File: src/rtl/pcd_pkg.sv
package pcd_pkg;

    // levels of the two detected pins of one channel
    typedef logic [1:0] pair_t;

    // state held for one channel
    typedef struct packed {
        pair_t samp;   // most recent sample
        pair_t refv;   // level at last host read (or first sample)
        pair_t chg;    // sticky change flags
    } pair_state_t;

endpackage

File: src/rtl/pcd_sample_timer.sv
module pcd_sample_timer #(
    parameter int SAMPLE_DIV = 96
) (
    input  logic clk_i,
    input  logic rst_ni,
    output logic strobe_o
);
    localparam int CNT_W = (SAMPLE_DIV > 1) ? $clog2(SAMPLE_DIV) : 1;
    localparam logic [CNT_W-1:0] LAST = CNT_W'(SAMPLE_DIV - 1);

    logic [CNT_W-1:0] cnt_d, cnt_q;

    always_comb begin
        strobe_o = (cnt_q == LAST);
        cnt_d    = strobe_o ? '0 : cnt_q + 1'b1;
    end

    always_ff @(posedge clk_i or negedge rst_ni) begin
        if (!rst_ni) cnt_q <= '0;
        else         cnt_q <= cnt_d;
    end
endmodule

File: src/rtl/pcd_sync.sv
module pcd_sync #(
    parameter int WIDTH  = 8,
    parameter int STAGES = 2
) (
    input  logic             clk_i,
    input  logic             rst_ni,
    input  logic [WIDTH-1:0] d_i,
    output logic [WIDTH-1:0] q_o
);
    logic [STAGES-1:0][WIDTH-1:0] chain_d, chain_q;

    always_comb begin
        chain_d[0] = d_i;
        for (int s = 1; s < STAGES; s++) begin
            chain_d[s] = chain_q[s-1];
        end
        q_o = chain_q[STAGES-1];
    end

    always_ff @(posedge clk_i or negedge rst_ni) begin
        if (!rst_ni) chain_q <= '0;
        else         chain_q <= chain_d;
    end
endmodule

File: src/rtl/pcd_pair.sv
module pcd_pair
    import pcd_pkg::*;
(
    input  logic  clk_i,
    input  logic  rst_ni,
    input  logic  strobe_i,
    input  logic  prime_i,
    input  logic  clr_i,
    input  pair_t pins_i,
    output pair_t lvl_o,
    output pair_t chg_o
);
    pair_state_t st_d, st_q;
    pair_t       s_next;
    pair_t       ref_new;

    always_comb begin
        s_next  = strobe_i ? pins_i : st_q.samp;
        // a read makes the level it reports the new reference
        ref_new = clr_i ? st_q.samp : st_q.refv;

        st_d.samp = s_next;
        if (prime_i) begin
            st_d.refv = s_next;
            st_d.chg  = '0;
        end else begin
            st_d.refv = ref_new;
            st_d.chg  = (clr_i ? pair_t'('0) : st_q.chg) | (s_next ^ ref_new);
        end

        lvl_o = st_q.samp;
        chg_o = st_q.chg;
    end

    always_ff @(posedge clk_i or negedge rst_ni) begin
        if (!rst_ni) st_q <= '0;
        else         st_q <= st_d;
    end
endmodule

File: src/rtl/pin_change_detect.sv
module pin_change_detect
    import pcd_pkg::*;
#(
    parameter int NUM_CH      = 4,
    parameter int SAMPLE_DIV  = 96,
    parameter int SYNC_STAGES = 2,
    localparam int PIN_W      = 2 * NUM_CH,
    localparam int CH_W       = $clog2(NUM_CH)
) (
    input  logic             clk_i,
    input  logic             rst_ni,
    input  logic [PIN_W-1:0] pins_i,
    input  logic [PIN_W-1:0] mask_i,
    input  logic             rd_i,
    input  logic [CH_W-1:0]  rd_ch_i,
    output logic [3:0]       rd_data_o,
    output logic             irq_o
);
    typedef struct packed {
        logic primed;
    } top_state_t;

    top_state_t       st_d, st_q;
    logic             sample_stb;
    logic             prime_stb;
    logic             primed_q;
    logic [PIN_W-1:0] pins_sync;
    logic [PIN_W-1:0] lvl_all;
    logic [PIN_W-1:0] chg_all;
    logic [NUM_CH-1:0] clr_ch;

    pcd_sample_timer #(.SAMPLE_DIV(SAMPLE_DIV)) timer_i (
        .clk_i    (clk_i),
        .rst_ni   (rst_ni),
        .strobe_o (sample_stb)
    );

    pcd_sync #(.WIDTH(PIN_W), .STAGES(SYNC_STAGES)) sync_i (
        .clk_i  (clk_i),
        .rst_ni (rst_ni),
        .d_i    (pins_i),
        .q_o    (pins_sync)
    );

    always_comb begin
        st_d.primed = st_q.primed | sample_stb;
        prime_stb   = sample_stb & ~st_q.primed;
        primed_q    = st_q.primed;
    end

    always_ff @(posedge clk_i or negedge rst_ni) begin
        if (!rst_ni) st_q <= '0;
        else         st_q <= st_d;
    end

    for (genvar ch = 0; ch < NUM_CH; ch++) begin : g_ch
        assign clr_ch[ch] = rd_i && (rd_ch_i == CH_W'(ch));

        pcd_pair pair_i (
            .clk_i    (clk_i),
            .rst_ni   (rst_ni),
            .strobe_i (sample_stb),
            .prime_i  (prime_stb),
            .clr_i    (clr_ch[ch]),
            .pins_i   (pins_sync[2*ch +: 2]),
            .lvl_o    (lvl_all[2*ch +: 2]),
            .chg_o    (chg_all[2*ch +: 2])
        );
    end

    always_comb begin
        rd_data_o = {chg_all[{rd_ch_i, 1'b0} +: 2], lvl_all[{rd_ch_i, 1'b0} +: 2]};
        irq_o     = |(chg_all & mask_i);
    end
endmodule

File: config.mk
export PLATFORM = sky130hd
export DESIGN_NAME = pin_change_detect
export DESIGN_NICKNAME = d
export VERILOG_FILES = /design/src/rtl/pcd_pkg.sv /design/src/rtl/pcd_sample_timer.sv /design/src/rtl/pcd_sync.sv /design/src/rtl/pcd_pair.sv /design/src/rtl/pin_change_detect.sv
export SDC_FILE = /design/constraint.sdc
export NUM_CORES = 1
export LEC_CHECK = 0
export BUFFER_PORTS_ARGS = -buffer_cell sky130_fd_sc_hd__buf_2
export CORE_ASPECT_RATIO = 0.7
export CORE_MARGIN = 5
export CORE_UTILIZATION = 30
export CTS_BUF_LIST = sky130_fd_sc_hd__clkbuf_8 sky130_fd_sc_hd__clkbuf_16
export CTS_CLUSTER_DIAMETER = 100
export CTS_CLUSTER_SIZE = 12
export DETAILED_ROUTE_END_ITERATION = 10
export HOLD_SLACK_MARGIN = 0.08
export PLACE_DENSITY = 0.57
export SYNTH_ARGS = -nofsm -noshare
export SYNTH_HDL_FRONTEND = slang
export SYNTH_HIERARCHICAL = 1
export SYNTH_SLANG_ARGS = --single-unit
File: constraint.sdc
create_clock -name clk_i -period 3.3 [get_ports clk_i]
set_input_delay 0.825 -clock clk_i [delete_from_list [all_inputs] [get_ports clk_i]]
set_output_delay 0.825 -clock clk_i [all_outputs]
set_load 0.01 [all_outputs]
==> flow_metrics.env <==
export IMPL_synth_fp_nets=206
export IMPL_ios=26
export IMPL_critical_path_buf_inv_count=2
export IMPL_worstSetupStartpoint="rd_ch_i[0]"
export IMPL_synth_top_cell_area_share=0.543
export IMPL_antenna_left=0
export IMPL_syn_inst=184
export IMPL_vias_per_cell=4.54
export IMPL_worstPathCellList="buf_2 -> mux4_2 -> buf_2"
export IMPL_max_slew_margin_rel=0.412
export IMPL_synthSimpleGateAreaFrac=0.0809
export IMPL_cts_buffer_depth=2
export IMPL_place_port_buffers=25
export IMPL_cts_tree="yes"
export IMPL_clkPwrFrac=0.340
export IMPL_cts_setup_buffers=0
export IMPL_die_area_sq_um=9210
export IMPL_critPathTopFamily="multiplexers"
export IMPL_placed_cells=288
export IMPL_end_kind="output pin"
export IMPL_drv_cap=0
export IMPL_cts_buffers=5
export IMPL_grt_pass1_vias=1342
export IMPL_grt_pass1_wl_um=6760
export IMPL_crit_top_cell="buf_2"
export IMPL_p_int_mw=0.807
export IMPL_fillers=734
export IMPL_ys_ff_latch=48
export IMPL_die_x_um=113
export IMPL_setup_viol=0
export IMPL_synth_top_family_by_area="compound AO/OA/AOI/OAI gates"
export IMPL_r2r_start="timer_i/cnt_q[0]$_DFF_PN0_"
export IMPL_startpoint_type="input port"
export IMPL_seq_area_frac_synth=0.543
export IMPL_irDropWorstVdd_mv=0.205
export IMPL_finalCritPeriodShare=0.774
export IMPL_core_sq_um=7220
export IMPL_grt_max_degree=31
export IMPL_area_growth_pct=9.45
export IMPL_powerDensity_nw_per_um2=431
export IMPL_tns_ps=0
export IMPL_vias=1345
export IMPL_min_period_ps=2550
export IMPL_drtPass1Iterations=4
export IMPL_arrival_ps=1730
export IMPL_clock_fmax_mhz=392
export IMPL_post_drt_wl_per_cell_um=13.7
export IMPL_wl_um=4050
export IMPL_cp_required_ps=2470
export IMPL_dp_hpwl_um=3000
export IMPL_mappedNetlistArea_sq_um=2210
export IMPL_nets=219
export IMPL_ctsRootBufferMaster="clkbuf_8"
export IMPL_hold_buffers=0
export IMPL_final_cell_count_no_fill=296
export IMPL_multiInputGateArea_sq_um=825
export IMPL_fin_area_sq_um=2420
export IMPL_synth_compound_area_share=0.154
export IMPL_power_leakage_nw=1.06
export IMPL_rows=26
export IMPL_switching_share=0.227
export IMPL_cp_max_fo=8
export IMPL_slowest_stage="mux4_2"
export IMPL_drv_slew=0
export IMPL_cts_clk_slew_worst_paths_ps=80
export IMPL_pwr_share_comb=0.067
export IMPL_power_switching_mw=0.236
export IMPL_postSynthAreaPerCell_sq_um=12.0
export IMPL_clock_skew_ps=14.6
export IMPL_placed_cell_area_sq_um=2330
export IMPL_worst_pin_slew_ps=880
export IMPL_rsz0062_at_grt="no"
export IMPL_p_total_mw=1.04
export IMPL_max_stage_delay_ps=540
export IMPL_worstSkewPairLatency_ps=300
export IMPL_ys_types=33
export IMPL_cts_resized=0
export IMPL_grt_use_total=0.0936
export IMPL_grt_overflow_total=0
export IMPL_initial_core_util=0.306
export IMPL_synthMuxAreaShare=0.120
export IMPL_dr_first_iter_drc_count=60
export IMPL_diodes=0
export IMPL_synth_xor_area_share=0.0119
export IMPL_yosys_top_cells_area="dfrtp_1 54%, mux2_4 6.1%, buf_4 5.4%"
export IMPL_ff_latch_area_sq_um=1200
export IMPL_min_delay_start="sync_i/chain_d[13]$_DFF_PN0_"
export IMPL_ys_warn_count=6
export IMPL_cts_sinks=48
export IMPL_drc=0
export IMPL_hold_viol=0
export IMPL_synthAdderAreaFrac=0.00566
export IMPL_hold_class="reg2reg"
export IMPL_antenna_found_initial=0
export IMPL_drive_above_1_share=0.268
export IMPL_gp_congestion=0.758
export IMPL_p_seq_frac=0.593
export IMPL_crit_type="in2out"
export IMPL_h_tree_depth=2
export IMPL_status="finished, final reports clean"
export IMPL_synth_largest_area_cell="dfrtp_1"
export IMPL_fp_dieH_um=81.8
-- worst register-to-register path: stages (launching register included) --
cell	delay [ps]
dfrtp_1	390
ha_1	240
nand4_1	170
nor3b_2	580
buf_4	300
mux2_4	340
a21o_1	150
a21oi_1	130
-- placed cells by master, fill, tap and decap left out, types with 6 or more instances in the layout --
| cell type | count |
|---|---|
| dfrtp_1 | 48 |
| buf_2 | 25 |
| nand2_1 | 19 |
| inv_1 | 9 |
| mux2_4 | 9 |
| o21ai_0 | 9 |
| o21bai_1 | 8 |
| a21o_1 | 8 |
| o311ai_1 | 8 |
| a21oi_1 | 8 |
| clkbuf_8 | 6 |
-- flip-flops by register name (all words and copies together) (netlist names) --
signal	cells
timer_i/cnt_q	7
sync_i/chain_d	8
sync_i/q_o	8
primed_q	1
g_ch.pair_i/lvl_o	8
g_ch.pair_i/chg_o	8
g_ch.pair_i/st_q	8
-- layout make-up --
| type | instances | area share |
|---|---|---|
| clock buffers | 6 | 0.0341 |
| clock inverters | 2 | 0.00465 |
| repair buffers | 28 | 0.0610 |
| multi-input cells | 106 | 0.341 |
| flip-flops and latches | 48 | 0.496 |
| inverters | 8 | 0.0124 |
| well taps | 98 | 0.0507 |
-- cells in the mapped netlist --
library cell,instances
and3b_2,1
a22oi_1,4
nor2_1,3
mux2i_1,4
or2_2,1
ha_1,1
dfrtp_1,48
mux2_4,9
nor3b_2,1
nand4_1,2
xor2_1,2
buf_2,4
buf_4,16
o21bai_1,8
xnor2_1,1
clkbuf_1,1
a31oi_1,1
nand3_2,1
or2_1,1
inv_1,8
nor2b_1,2
o21a_1,4
nand3_1,1
a21oi_1,8
a21o_1,8
nor3b_1,1
o21ai_0,9
nand2_1,19
nand2b_1,1
buf_6,1
and3_2,1
o311ai_1,8
mux4_2,4
-- kinds of logic after synthesis --
kind of cell	count (synthesis)
flip-flops	48
AO/OA/AOI/OAI	50
buffers and inverters	30
XOR/XNOR	3
adder cells (fa/ha/maj)	1
AND/OR/NAND/NOR	35
multiplexers	17
-- metal layers --
metal | share of wire | vias up | global-route usage | wire length [um]
met4 | 0.0035 | 0 | 0.0228 | 14
met3 | 0.040 | 2 | 0.0309 | 160
met5 | 0 | - | 0 | 0
met1 | 0.51 | 668 | 0.129 | 2050
met2 | 0.45 | 15 | 0.144 | 1820
li1 | - | 660 | - | -
-- stage by stage --
stage           util  setup slack (ps)  hold slack [ps]
4_1_cts        0.335               724              355
5_1_grt        0.335               695              360
3_3_place_gp   0.322               727              335
6_report       0.335               747              352
2_1_floorplan      -               614              331
3_5_place_dp   0.322               723              335
-- power groups by stage --
stage	logic [mW]	clock network [mW]	registers, mW
4_1_cts	0.0719	0.372	0.619
3_5_place_dp	0.0717	0	0.631
3_3_place_gp	0.0711	0	0.630
2_1_floorplan	0.0511	0	0.624
5_1_grt	0.0789	0.397	0.622
6_report	0.0702	0.354	0.619
-- worst paths after layout --
| path | endpoint | slack [ps] | depth (start not counted) |
|---|---|---|---|
| setup reg to reg | g_ch[2].pair_i/chg_o[1]$_DFF_PN0_ | 940 | 7 |
| hold reg to reg | sync_i/q_o[5]$_DFF_PN0_ | 350 | 0 |
| max in group asynchronous | timer_i/cnt_q[2]$_DFF_PN0_ | 2100 | 2 |
| hold / removal | sync_i/q_o[5]$_DFF_PN0_ | 350 | 0 |
| min in group asynchronous | g_ch[1].pair_i/chg_o[1]$_DFF_PN0_ | 450 | 1 |
| setup / recovery | rd_data_o[2] | 750 | 3 |
Note: power is estimated with default switching activity, not from simulation.
